`config.mk`:
```
export PLATFORM = sky130hd
export DESIGN_NAME = prefix_remap
export DESIGN_NICKNAME = d
export VERILOG_FILES = /design/src/rtl/prefix_remap_pkg.sv /design/src/rtl/prefix_decode.sv /design/src/rtl/prefix_latch.sv /design/src/rtl/sel_remap.sv /design/src/rtl/prefix_remap.sv
export SDC_FILE = /design/constraint.sdc
export NUM_CORES = 1
export LEC_CHECK = 0
export BUFFER_PORTS_ARGS = -buffer_cell sky130_fd_sc_hd__buf_2
export CAP_MARGIN = 0
export CORE_MARGIN = 2
export CORE_UTILIZATION = 42
export DETAILED_ROUTE_END_ITERATION = 6
export GPL_TIMING_DRIVEN = 0
export PLACE_DENSITY = 0.76
export REMOVE_ABC_BUFFERS = 1
export SLEW_MARGIN = 20
export SYNTH_ARGS = -nofsm -noshare
export SYNTH_HDL_FRONTEND = slang
export SYNTH_HIERARCHICAL = 1
export SYNTH_SLANG_ARGS = --single-unit
```
`constraint.sdc`:
```
create_clock -name clk -period 1.5 [get_ports clk]
set_input_delay 0.225 -clock clk [delete_from_list [all_inputs] [get_ports clk]]
set_output_delay 0.225 -clock clk [all_outputs]
set_load 0.05 [all_outputs]
```
`src/rtl/prefix_remap_pkg.sv`:
```
package prefix_remap_pkg;
  localparam int REG_W = 3;

  localparam logic [REG_W-1:0] RSEL_A = 3'd0;
  localparam logic [REG_W-1:0] RSEL_X = 3'd1;
  localparam logic [REG_W-1:0] RSEL_Y = 3'd2;
  localparam logic [REG_W-1:0] RSEL_S = 3'd3;

  typedef enum logic [2:0] {
    MODE_NONE    = 3'd0,
    MODE_X_ACC   = 3'd1,
    MODE_Y_ACC   = 3'd2,
    MODE_S_IDX   = 3'd3,
    MODE_XY_SWAP = 3'd4
  } pfx_mode_e;

  // Select field roles: operand fields follow accumulator substitution,
  // the index field follows index substitution.
  typedef enum logic {
    ROLE_OPERAND = 1'b0,
    ROLE_INDEX   = 1'b1
  } sel_role_e;
endpackage

```
`src/rtl/prefix_decode.sv`:
```
module prefix_decode
  import prefix_remap_pkg::*;
#(
  parameter logic [7:0] P_XA = 8'h03,
  parameter logic [7:0] P_YA = 8'h13,
  parameter logic [7:0] P_SX = 8'h23,
  parameter logic [7:0] P_XY = 8'h33
) (
  input  logic       op_valid,
  input  logic [7:0] opcode,
  output logic       pfx_hit,
  output pfx_mode_e  pfx_mode
);
  always_comb begin
    pfx_mode = MODE_NONE;
    unique case (opcode)
      P_XA:    pfx_mode = MODE_X_ACC;
      P_YA:    pfx_mode = MODE_Y_ACC;
      P_SX:    pfx_mode = MODE_S_IDX;
      P_XY:    pfx_mode = MODE_XY_SWAP;
      default: pfx_mode = MODE_NONE;
    endcase
    pfx_hit = op_valid && (pfx_mode != MODE_NONE);
  end
endmodule

```
`src/rtl/prefix_latch.sv`:
```
module prefix_latch
  import prefix_remap_pkg::*;
(
  input  logic      clk,
  input  logic      rst,
  input  logic      pfx_hit,
  input  pfx_mode_e pfx_mode,
  input  logic      insn_done,
  output pfx_mode_e mode_q,
  output logic      stall_q
);
  // A new prefix outranks the end-of-instruction clear.
  always_ff @(posedge clk) begin
    if (rst) begin
      mode_q  <= MODE_NONE;
      stall_q <= 1'b0;
    end else begin
      stall_q <= pfx_hit;
      if (pfx_hit)
        mode_q <= pfx_mode;
      else if (insn_done)
        mode_q <= MODE_NONE;
    end
  end
endmodule

```
`src/rtl/sel_remap.sv`:
```
module sel_remap
  import prefix_remap_pkg::*;
#(
  parameter sel_role_e ROLE = ROLE_OPERAND
) (
  input  logic             clk,
  input  logic             rst,
  input  pfx_mode_e        mode,
  input  logic [REG_W-1:0] sel_in,
  output logic [REG_W-1:0] sel_out
);
  logic [REG_W-1:0] mapped;

  always_comb begin
    mapped = sel_in;
    unique case (mode)
      MODE_X_ACC:
        if (ROLE == ROLE_OPERAND && sel_in == RSEL_A) mapped = RSEL_X;
      MODE_Y_ACC:
        if (ROLE == ROLE_OPERAND && sel_in == RSEL_A) mapped = RSEL_Y;
      MODE_S_IDX:
        if (ROLE == ROLE_INDEX && sel_in == RSEL_X) mapped = RSEL_S;
      MODE_XY_SWAP:
        if (sel_in == RSEL_X)      mapped = RSEL_Y;
        else if (sel_in == RSEL_Y) mapped = RSEL_X;
      default: mapped = sel_in;
    endcase
  end

  always_ff @(posedge clk) begin
    if (rst) sel_out <= '0;
    else     sel_out <= mapped;
  end
endmodule

```
`src/rtl/prefix_remap.sv`:
```
module prefix_remap
  import prefix_remap_pkg::*;
#(
  parameter logic [7:0] P_XA       = 8'h03,
  parameter logic [7:0] P_YA       = 8'h13,
  parameter logic [7:0] P_SX       = 8'h23,
  parameter logic [7:0] P_XY       = 8'h33,
  parameter int         AHI_W      = 8,
  parameter logic [AHI_W-1:0] ZP_PAGE    = 8'h00,
  parameter logic [AHI_W-1:0] STACK_PAGE = 8'h01
) (
  input  logic             clk,
  input  logic             rst,
  input  logic             op_valid,
  input  logic [7:0]       opcode,
  input  logic             insn_done,
  input  logic [REG_W-1:0] src_sel_i,
  input  logic [REG_W-1:0] dst_sel_i,
  input  logic [REG_W-1:0] idx_sel_i,
  output logic [REG_W-1:0] src_sel_o,
  output logic [REG_W-1:0] dst_sel_o,
  output logic [REG_W-1:0] idx_sel_o,
  output logic [AHI_W-1:0] zp_hi_o,
  output logic             stall_o,
  output logic             irq_hold_o
);
  localparam int NSEL = 3;
  localparam int IDX_SLOT = NSEL - 1;

  logic      pfx_hit;
  pfx_mode_e pfx_mode;
  pfx_mode_e mode_q;
  logic [REG_W-1:0] sel_in  [NSEL];
  logic [REG_W-1:0] sel_out [NSEL];
  logic [AHI_W-1:0] zp_hi_q;

  prefix_decode #(
    .P_XA(P_XA), .P_YA(P_YA), .P_SX(P_SX), .P_XY(P_XY)
  ) u_decode (
    .op_valid (op_valid),
    .opcode   (opcode),
    .pfx_hit  (pfx_hit),
    .pfx_mode (pfx_mode)
  );

  prefix_latch u_latch (
    .clk       (clk),
    .rst       (rst),
    .pfx_hit   (pfx_hit),
    .pfx_mode  (pfx_mode),
    .insn_done (insn_done),
    .mode_q    (mode_q),
    .stall_q   (stall_o)
  );

  assign sel_in[0] = src_sel_i;
  assign sel_in[1] = dst_sel_i;
  assign sel_in[2] = idx_sel_i;

  for (genvar g = 0; g < NSEL; g++) begin : g_sel
    sel_remap #(
      .ROLE((g == IDX_SLOT) ? ROLE_INDEX : ROLE_OPERAND)
    ) u_remap (
      .clk     (clk),
      .rst     (rst),
      .mode    (mode_q),
      .sel_in  (sel_in[g]),
      .sel_out (sel_out[g])
    );
  end

  assign src_sel_o = sel_out[0];
  assign dst_sel_o = sel_out[1];
  assign idx_sel_o = sel_out[2];

  always_ff @(posedge clk) begin
    if (rst) zp_hi_q <= ZP_PAGE;
    else     zp_hi_q <= (mode_q == MODE_S_IDX) ? STACK_PAGE : ZP_PAGE;
  end
  assign zp_hi_o = zp_hi_q;

  assign irq_hold_o = (mode_q != MODE_NONE);
endmodule

```
# After elaboration in Yosys (flattened, before gate mapping)
# Cells that the tools add are included.
[totals]
reg_bits = 21
input_bits = 21
output_inout_bits = 19
word_cells = 44
[classes]
n_eq_ne = 14
muxes = 18
reduce_logical = 6
[op_table]
columns = ["cell", "count"]
rows = [
  ["$mux 3", 13],
  ["$pmux 3 s3", 2],
  ["$eq 8x6->1 const B", 2],
  ["$eq 3x2->1 const B", 5],
  ["$eq 3x1->1 const B", 4],
  ["$pmux 3 s4", 1],
  ["$eq 8x2->1 const B", 1],
  ["$eq 8x5->1 const B", 1],
  ["$logic_not 3->1", 2],
  ["$pmux 3 s2", 1],
  ["$reduce_bool 3->1", 2],
  ["$eq 3x3->1 const B", 1],
  ["$reduce_bool 2->1", 1],
  ["$logic_and 1x1->1", 1],
  ["$mux 1", 1],
]

# Logic depth before layout (Yosys ltp)
# Gate-level depths: netlist of run 1.
[depth]
depth_word = 5
mapped_depth = 4
mapped_depth_nobuf = 4

# By module
# The synthesis of run 1 kept the hierarchy.
[by_module_without_submodules]
columns = ["module", "n_inst", "cells_per_inst", "area_each_um2", "seq_area_each_um2"]
rows = [
  ["sel_remap at g_sel[0].u_remap ...", 2, 14, 146.4, 60.1],
  ["prefix_latch", 1, 13, 137.6, 80.1],
  ["sel_remap at g_sel[2].u_remap", 1, 13, 135.1, 60.1],
  ["prefix_remap", 1, 11, 95.1, 20.0],
  ["prefix_decode", 1, 7, 67.6, 0.0],
]

# Worst setup path after synthesis of run 1
# No wires, ideal clock.
[synth_timing]
kind = "input to register"
start = "input port opcode[6]"
end = "register u_latch.mode_q[0]"
setup_time_ns = 0.114
arrival_ns = 1.254
required_ns = 1.386
setup_slack_ns = 0.132
stages = 4
path_buffers = 0
cell_sequence = "nand4bb_4 nor4b_1 nor4b_1 a21o_1"
[synth_between]
elab_chain_cells = 5
word_cells_on_any_way = 9
cone_classes = "eq/ne (4); mux (2); reduce/logical (3)"
[synth_rtl]
columns = ["item", "line", "source"]
rows = [
  ["from (decl)", "prefix_remap.sv:15", "input logic [7:0] opcode,"],
  ["$eq 8x6->1 (tied with other cells)", "prefix_decode.sv:16", "unique case (opcode)"],
  ["$pmux 3 s4 (*)", "prefix_decode.sv:16", ""],
  ["$reduce_bool 3->1 (*)", "prefix_decode.sv:23", "pfx_hit = op_valid && (pfx_mode != MODE_NONE);"],
  ["$logic_and 1x1->1 (*)", "prefix_decode.sv:23", ""],
  ["via pfx_hit", "prefix_remap.sv:30", "logic pfx_hit;"],
  ["$mux 3 / $reduce_bool 2->1 (equally long branches)", "-", ""],
  ["to (signal assigned)", "prefix_latch.sv:20", "mode_q <= pfx_mode;"],
  ["to (decl)", "prefix_latch.sv:9", "output pfx_mode_e mode_q,"],
]
# The timed path passes the listed nets; every way through them passes the cells marked *.
# A chain may end at the register's enable or synchronous reset.

# Worst setup path in the final report of run 1
[layout_timing]
start = "register u_latch.mode_q[0]"
end = "output port irq_hold_o"
[layout_between]
elab_chain_cells = 1
[layout_rtl]
columns = ["item", "line", "source"]
rows = [
  ["$reduce_bool 3->1", "prefix_remap.sv:82", "assign irq_hold_o = (mode_q != MODE_NONE);"],
  ["to (decl)", "prefix_remap.sv:25", "output logic irq_hold_o"],
]
# Every way passes these cells.

==> results.yml, run 1 <==
status:
  status: "finished, final reports clean"
clocking:
  numCtsBuffers: 3
  cts_hold_buf: 0
  postCtsSetupBuffers: 0
  tritoncts: "yes"
  clk_latency_ps: 270
  clock_path_buffers: 2
  clock-sinks: 14
  ctsRootBufferMaster: "clkbuf_4"
  clk_pin_slew_ps: 70
  htreeDepth: 1
setup_path:
  crit_fanout: 13
  arrival_ps: 1240
  slowest_stage: "dfxtp_4"
  crit_chain: "or3_1 > buf_4"
  cp_top_family: "flip-flops"
  reg2reg_from: "u_latch/mode_q[2]"
  r2r-end: "g_sel[2].u_remap/sel_out[1]"
  endpoint_kind: "output port"
  path_buf_inv: 1
  max_stage_delay_ps: 390
  start_kind: "flip-flop"
  r2r_cells: 3
  reg2reg_slack_ps: 210
  crit_required_ps: 1270
  worstSetupPathType: "reg2out"
sta:
  drv_slew: 0
  hold_violations: 0
  min_period_over_period: 0.975
  rsz0062_at_grt: "false"
  clock.fmax_mhz: 684
  skew_ps: 2.47
  setup_viol_count_final: 0
  finalCriticalPeriod_ps: 1460
placement:
  post-dp-hpwl_um: 1090
  dpl.cell_count: 120
  numPortBuffers: 32
  gp_congestion: 0.773
routing:
  wl_per_cell_um: 12.0
  drt_iter0_markers: 10
  wl_met1_um: 639
  route.met3.wl_um: 106
  viasPerCell: 5.54
  top_layer: "met4"
  wl_um: 1470
  dr.pass1.iters: 4
  drc: 0
  vias: 682
  ant_nets: 0
  routed-wl-met2_um: 701
cells_and_area:
  seqCellArea_um2: 289
  antennaDiodeCount: 0
  fin_cells: 123
  post-route-util: 0.551
  drive_gt1_frac: 0.425
  multi_input_area_um2: 424
  fillers: 153
  fin_nets: 129
  area_delta_synth_final_pct: 26.3
hold_path:
  whs_path_depth: 2
  hold_path_class: "in2reg"
  hp-start: "src_sel_i[2]"
  holdPathEnd: "g_sel[0].u_remap/sel_out[2]"
floorplan:
  core_area_mm2: 0.00167
  die_area_mm2: 0.00208
  die_h_um: 45.6
  rows: 15
  die_x_um: 45.6
  ios: 40
  start_util: 0.436
yosys:
  syn_inst: 72
  synth-seq-cells: 14
  synth_xor_area_frac: 0.0120
  synth_compound_area_frac: 0.125
  synthMuxAreaShare: 0.0412
  avgSynthCellArea_um2: 10.1
  netlist_area_um2: 728
  synth_top_family_by_area: "simple AND/OR/NAND/NOR gates"
  synth-simple-area-share: 0.359
  synthAdderAreaFrac: 0
  seq_area_frac_synth: 0.385
  yosysWarnings: 6
  ys_types: 25
power_and_ir_drop:
  p_per_area_mw_per_mm2: 834
  irDropWorstVdd_mv: 0.345
  power.leakage_uw: 0.000401
grt:
  grt_max_degree: 16
  grt_pass1_vias: 549
  grt_pass1_wl_um: 2270
  grt-ovfl-total: 0
  grtUsageTotal: 0.154
  antenna_found_initial: 0
run:
  maxCapViolations: 0
## power by group
group / switching [µW] / leakage, µW / internal (µW) / total (µW)
clock: 108 / 0.0000138 / 93.0 / 201
sequential: 2.51 / 0.000118 / 381 / 384
combinational: 132 / 0.000270 / 49.3 / 182
total: 243 / 0.000401 / 523 / 767
## registers in the layout (all words and copies together) (netlist names)
| register | count |
|---|---|
| g_sel.u_remap/sel_out | 9 |
| u_latch/mode_q | 3 |
| u_latch/stall_q | 1 |
| zp_hi_o | 1 |
## cell type report
type	count	area share
Sequential cell	14	0.314
Clock buffer	3	0.0245
Timing Repair Buffer	32	0.177
Tap cell	17	0.0231
Multi-Input combinational cell	57	0.461
## layout by cell type (no fill, tap or decap)
cell type / n
nor3_2: 2
or3_1: 1
mux2i_1: 3
nor4b_2: 1
xnor2_1: 1
nand3_1: 2
dfxtp_2: 1
and4bb_1: 1
clkbuf_4: 3
nor2_1: 2
nor3_1: 2
buf_2: 31
nand2_1: 3
nand4bb_4: 1
o21bai_1: 2
buf_4: 1
nand2b_1: 2
a31oi_1: 3
or3b_1: 3
a211oi_2: 2
a21oi_1: 2
nor4_1: 3
dfxtp_4: 2
a211oi_1: 2
conb_1: 7
nor4b_1: 6
and4bb_2: 1
dfxtp_1: 11
a21o_1: 1
nor2b_1: 4
## synth_stat cells
cell / instances / share of area
dfxtp_1: 14 / 0.38
or3_1: 1 / 0.0086
nand2b_1: 2 / 0.017
buf_4: 7 / 0.072
a21oi_1: 2 / 0.014
a211oi_2: 2 / 0.034
a31oi_1: 3 / 0.026
a211oi_1: 2 / 0.021
conb_1: 1 / 0.0051
nor4_1: 3 / 0.026
nor4b_1: 7 / 0.084
or3b_1: 3 / 0.036
o21bai_1: 2 / 0.021
nor3_1: 2 / 0.014
xnor2_1: 1 / 0.012
nor3_2: 2 / 0.027
and4bb_2: 1 / 0.017
nor2b_1: 4 / 0.034
nand4bb_4: 1 / 0.038
nand2_1: 3 / 0.015
nand3_1: 2 / 0.014
and4bb_1: 1 / 0.017
a21o_1: 1 / 0.010
nor2_1: 2 / 0.010
mux2i_1: 3 / 0.041
## worst reg2reg max path, cell delays in order, from the launching register on
cell and delay, ps:
dfxtp_2 480, or3b_1 370, a211oi_1 240, a211oi_1 80
## metal layers
metal,global-route usage,vias to the layer above
met3,0.0397,2
li1,-,335
met2,0.251,32
met4,0.0882,0
met1,0.180,313
met5,0,-
## repair_timing
item                                   CTS  global route
endpoints found under the hold margin    0             0
cloned                                   0             0
resized for setup                        4             3
setup endpoints to repair                1             4
## worst max-delay path by stage
stage / from / to / slack [ps] / depth (start not counted)
CTS: u_latch/mode_q[0] / irq_hold_o / 10 / 2
global placement: opcode[6] / u_latch/mode_q[0] / -100 / 5
finish: u_latch/mode_q[0] / irq_hold_o / 40 / 2
detailed placement: opcode[6] / u_latch/mode_q[0] / -200 / 5
global route: u_latch/mode_q[0] / irq_hold_o / 0.8 / 2
floorplan: opcode[6] / u_latch/mode_q[0] / 130 / 4
## per-stage QoR
step / hold WS (ps) / power, µW / setup slack [ps] / instance area, µm² / TNS, ps
final: 221 / 767 / 37.2 / 920 / 0
after global routing: 230 / 808 / 0.753 / 920 / 0
after CTS: 206 / 782 / 14.5 / 908 / 0
after detailed placement: 503 / 576 / -198 / 880 / -607
after global placement: 489 / 573 / -100 / 880 / -244
after floorplan: 290 / 516 / 132 / 698 / 0
## cell families (layout without fill, tap and decap cells)
kind of cell / after synthesis / after routing
AND/OR/NAND/NOR: 34 / 34
flip-flops: 14 / 14
AO/OA/AOI/OAI: 12 / 12
buffers and inverters: 7 / 35
multiplexers: 3 / 3
other: 1 / 7
XOR/XNOR: 1 / 1
(Power assumes the default switching activity.)
==> inputs of run 2 (changes only) <==
--- a/config.mk
+++ b/config.mk
@@ -7,6 +7,7 @@
 export LEC_CHECK = 0
 export BUFFER_PORTS_ARGS = -buffer_cell sky130_fd_sc_hd__buf_2
 export CAP_MARGIN = 0
+export CORE_ASPECT_RATIO = 0.8
 export CORE_MARGIN = 2
 export CORE_UTILIZATION = 42
 export DETAILED_ROUTE_END_ITERATION = 6
==> results.yml, run 2 (synthesized netlist as in run 1, its figures left out) <==
status:
  status: "finished, final reports clean"
run:
  maxCapViolations: 0
sta:
  hold_violations: 0
  skew_ps: 1.64
  clock.fmax_mhz: 693
  setup_viol_count_final: 0
  rsz0062_at_grt: "false"
  min_period_over_period: 0.962
  timing.final.ws_setup_ps: 56.8
  finalCriticalPeriod_ps: 1440
  drv_slew: 0
grt:
  grt_max_degree: 16
  antenna_found_initial: 0
  grt_pass1_wl_um: 2080
  grt-ovfl-total: 0
  grtUsageTotal: 0.141
  grt_pass1_vias: 499
setup_path:
  path_buf_inv: 1
  arrival_ps: 1220
  cp_top_family: "flip-flops"
  cp_num_cells: 2
  crit_fanout: 13
  start_kind: "flip-flop"
  slowest_stage: "dfxtp_4"
  worstSetupPathType: "reg2out"
  endpoint_kind: "output port"
  crit_required_ps: 1270
  max_stage_delay_ps: 390
  crit_chain: "or3_4 > buf_6"
  r2r_cells: 3
cells_and_area:
  final_common_cell: "buf_2"
  seqCellArea_um2: 287
  antennaDiodeCount: 0
  largest_register_ffs: 9
  fin_nets: 129
  post-route-util: 0.582
  top_register: "g_sel.u_remap/sel_out"
  multi_input_area_um2: 429
  area_delta_synth_final_pct: 29.9
  layout_common_cells: "buf_2 (31), dfxtp_1 (11), conb_1 (7), nor4b_1 (6), nor2b_1 (4)"
  reg.largest.list: "g_sel.u_remap/sel_out: 9 flops, u_latch/mode_q: 3 flops"
  fillers: 153
  drive_gt1_frac: 0.439
placement:
  place_ws_ps: -136
  gp_congestion: 0.672
  numPortBuffers: 32
  post-dp-hpwl_um: 1030
clocking:
  clock_path_buffers: 2
  cts_hold_buf: 0
  tritoncts: "yes"
  clk_pin_slew_ps: 80
  clk_latency_ps: 280
  clock-sinks: 14
  ctsRootBufferMaster: "clkbuf_4"
  numCtsBuffers: 3
  htreeDepth: 1
floorplan:
  die_x_um: 50.6
  start_util: 0.448
  ios: 40
  die_area_mm2: 0.00208
  die_h_um: 41.2
  core_area_mm2: 0.00163
  rows: 13
routing:
  wl_um: 1380
  drc: 0
  dr.pass1.iters: 4
  wl_per_cell_um: 10.7
  ant_nets: 0
  vias: 643
  viasPerCell: 4.98
  drt_iter0_markers: 10
power_and_ir_drop:
  power.leakage_uw: 0.000407
  p_per_area_mw_per_mm2: 879
  irDropWorstVdd_mv: 0.455
hold_path:
  hold_path_class: "in2reg"
  whs_path_depth: 3
run 2: metal layers:
metal / up-vias / global-route usage / routed length (µm)
met5: - / 0 / 0
met4: 0 / 0.0405 / 5
met3: 2 / 0.0693 / 106
met2: 20 / 0.257 / 671
met1: 290 / 0.149 / 594
li1: 331 / - / -
run 2: worst reg2reg max path, delay by kind of cell (launching register included):
family	cells	cell delay [ps]
flip-flops	1	480
AO/OA/AOI/OAI	2	300
AND/OR/NAND/NOR	1	370
run 2: through the flow:
| step | hold WS (ps) | power (µW) | instance area [µm²] | std cells | TNS (ps) |
|---|---|---|---|---|---|
| after floorplan | 290 | 516 | 698 | 71 | 0 |
| after global placement | 494 | 574 | 886 | 125 | -304 |
| after detailed placement | 497 | 576 | 886 | 125 | -391 |
| after CTS | 198 | 844 | 926 | 129 | 0 |
| after global routing | 218 | 873 | 946 | 129 | 0 |
| final | 211 | 832 | 946 | 129 | 0 |
run 2: path summary, 6_finish.rpt:
check                           endpoint  slack (ps)         startpoint
min          g_sel[2].u_remap/sel_out[0]         210       idx_sel_i[0]
min reg2reg  g_sel[2].u_remap/sel_out[1]         600  u_latch/mode_q[1]
max                           irq_hold_o          60  u_latch/mode_q[0]
max reg2reg  g_sel[2].u_remap/sel_out[1]         240  u_latch/mode_q[2]
run 2: report_power, final:
group	switching, µW	internal, µW	leakage, µW
logic	131	49.3	0.000269
registers	2.59	383	0.000117
clock network	118	148	0.0000210
total	252	580	0.000407
run 2: final cells by class:
cell class,instances,share of cell area
Sequential cell,14,0.303
Clock buffer,4,0.0384
Tap cell,22,0.0291
Multi-Input combinational cell,57,0.454
Timing Repair Buffer,32,0.176
run 2: repair_timing:
action	in CTS	in global routing
resized for setup	3	6
hold endpoints to repair	0	0
gates cloned	0	0
setup endpoints to repair	1	2
setup buffers	0	0
==> inputs of run 3 (changes only) <==
--- a/config.mk
+++ b/config.mk
@@ -7,15 +7,14 @@
 export LEC_CHECK = 0
 export BUFFER_PORTS_ARGS = -buffer_cell sky130_fd_sc_hd__buf_2
 export CAP_MARGIN = 0
-export CORE_ASPECT_RATIO = 0.8
 export CORE_MARGIN = 2
-export CORE_UTILIZATION = 42
+export CORE_UTILIZATION = 44
+export CTS_BUF_LIST = sky130_fd_sc_hd__clkbuf_8
 export DETAILED_ROUTE_END_ITERATION = 6
 export GPL_TIMING_DRIVEN = 0
-export PLACE_DENSITY = 0.76
+export PLACE_DENSITY = 0.8
 export REMOVE_ABC_BUFFERS = 1
 export SLEW_MARGIN = 20
 export SYNTH_ARGS = -nofsm -noshare
 export SYNTH_HDL_FRONTEND = slang
-export SYNTH_HIERARCHICAL = 1
 export SYNTH_SLANG_ARGS = --single-unit
==> results.yml, run 3 <==
power_and_ir_drop:
  p_per_area_mw_per_mm2: 1030
  irDropWorstVdd_mv: 0.520
  power.leakage_uw: 0.000411
routing:
  ant_nets: 0
  drc: 0
  viasPerCell: 4.98
  wl_per_cell_um: 10.2
  wl_um: 1320
  dr.pass1.iters: 4
  vias: 642
  drt_iter0_markers: 10
yosys:
  async_reset_ff_frac: 0
  synth_top_cell_by_area: "dfxtp_1"
  synthTopCellsByArea: "dfxtp_1 (41%), buf_4 (7.6%), a21oi_1 (6.5%), nor2_1 (3.8%), nor2b_1 (3.6%)"
  synth_most_common_cell: "dfxtp_1"
  synth-seq-cells: 14
  yosysWarnings: 0
  synth_edf_count: 0
  syn_inst: 80
  seq_area_frac_synth: 0.406
  avgSynthCellArea_um2: 8.63
  netlist_area_um2: 691
  synth-main-ff-cell: "dfxtp_1"
  ys_types: 26
  synthTopCellsByCount: "dfxtp_1 (14), a21oi_1 (9), buf_4 (7), nor2_1 (7)"
  synth_top_area_frac: 0.406
setup_path:
  r2r_cells: 3
  endpoint_kind: "output port"
  r2r-end: "g_sel[2].u_remap.sel_out[1]"
  worstSetupPathType: "reg2out"
  crit_required_ps: 1270
  start_kind: "flip-flop"
  reg2reg_from: "u_latch.mode_q[0]"
  crit_fanout: 9
  reg2reg_slack_ps: 140
  crit_path_start: "u_latch.mode_q[0]"
  arrival_ps: 1230
floorplan:
  die_h_um: 43.6
  die_x_um: 43.6
  rows: 14
  ios: 40
  core_area_mm2: 0.00149
  start_util: 0.464
  die_area_mm2: 0.00190
cells_and_area:
  antennaDiodeCount: 0
  area_delta_synth_final_pct: 27.5
  reg.largest.list: "g_sel.u_remap.sel_out: 9 flops, u_latch.mode_q: 3 flops"
  fin_cells: 129
  layout_common_cells: "buf_2 (32), dfxtp_1 (14), a21oi_1 (9), nor2_1 (7), conb_1 (7)"
  fillers: 151
  multi_input_area_um2: 365
  top_register: "g_sel.u_remap.sel_out"
  post-route-util: 0.592
  drive_gt1_frac: 0.345
  seqCellArea_um2: 280
  largest_register_ffs: 9
  fin_nets: 135
  final_common_cell: "buf_2"
placement:
  dpl.cell_count: 125
  post-dp-hpwl_um: 1000
  gp_congestion: 0.755
  numPortBuffers: 32
  place_ws_ps: 49.4
grt:
  grt_pass1_wl_um: 2180
  grt_max_degree: 15
  grtUsageTotal: 0.161
  antenna_found_initial: 0
  grt_pass1_vias: 524
  grt-ovfl-total: 0
clocking:
  cts_hold_buf: 0
  clk_pin_slew_ps: 50
  cts_resized: 0
  clock-sinks: 14
  numCtsBuffers: 3
  ctsRootBufferMaster: "clkbuf_8"
  clock_path_buffers: 2
  clk_latency_ps: 250
  postCtsSetupBuffers: 0
  tritoncts: "yes"
  htreeDepth: 1
sta:
  rsz0062_at_grt: "false"
  setup_viol_count_final: 0
  drv_slew: 0
  hold_violations: 0
  finalCriticalPeriod_ps: 1450
  timing.final.ws_setup_ps: 45.3
  tns_ps: 0
  clock.fmax_mhz: 687
  min_period_over_period: 0.970
  skew_ps: 0.516
hold_path:
  holdPathEnd: "g_sel[2].u_remap.sel_out[0]"
  whs_path_depth: 3
  hold_path_class: "in2reg"
  hp-start: "idx_sel_i[1]"
run:
  maxCapViolations: 0
status:
  status: "finished, final reports clean"
## run 3: changes by cell type after synthesis, sizes merged, moves of 4 or more
cell and change:
a211oi -4, a21oi +7, nor4b -6, nor2 +5, o21ai +4
## run 3: metal layers
metal / part of all wire / vias up / wire, µm / track usage
li1: - / 329 / - / -
met1: 0.39 / 275 / 511 / 0.186
met2: 0.47 / 33 / 622 / 0.232
met3: 0.10 / 5 / 133 / 0.0542
met4: 0.037 / 0 / 49 / 0.145
met5: 0 / - / 0 / 0
## run 3: cells by family after synthesis
group	Yosys count	synth area share
simple gates	36	0.313
mux	2	0.0290
buf+inv	9	0.0978
flops	14	0.406
compound gates	17	0.136
xor+xnor	1	0.0127
other cells	1	0.00543
## run 3: where the power goes
group          internal [µW]  leakage [µW]  switching [µW]  total, µW
Combinational           41.7      0.000267             118        160
Sequential               385      0.000115            2.60        388
Clock                    233     0.0000288             130        362
Total                    659      0.000411             250        910
## run 3: metrics by stage
step / cell area, µm² / total power (µW) / hold slack [ps]
floorplan: 646 / 503 / 294
global route: 881 / 945 / 273
detailed placement: 826 / 556 / 496
global placement: 826 / 554 / 486
finish: 881 / 910 / 239
CTS: 881 / 929 / 228
## run 3: worst max-delay path by stage
stage	to	depth (start not counted)	slack, ps
floorplan	g_sel[2].u_remap.sel_out[1]	3	220
global placement	u_latch.mode_q[2]	5	100
detailed placement	u_latch.mode_q[0]	5	50
CTS	irq_hold_o	2	30
global route	irq_hold_o	2	6
finish	irq_hold_o	2	50
## run 3: worst max-delay path, stage by stage, from the launching register on
cell and delay (ps):
dfxtp_1 380, or3_1 390, buf_2 220
## run 3: final cells by class
cell class | count | share of cell area
multi-input cells | 63 | 0.415
well taps | 16 | 0.0227
flip-flops and latches | 14 | 0.318
clock buffers | 4 | 0.0625
repair buffers | 32 | 0.182
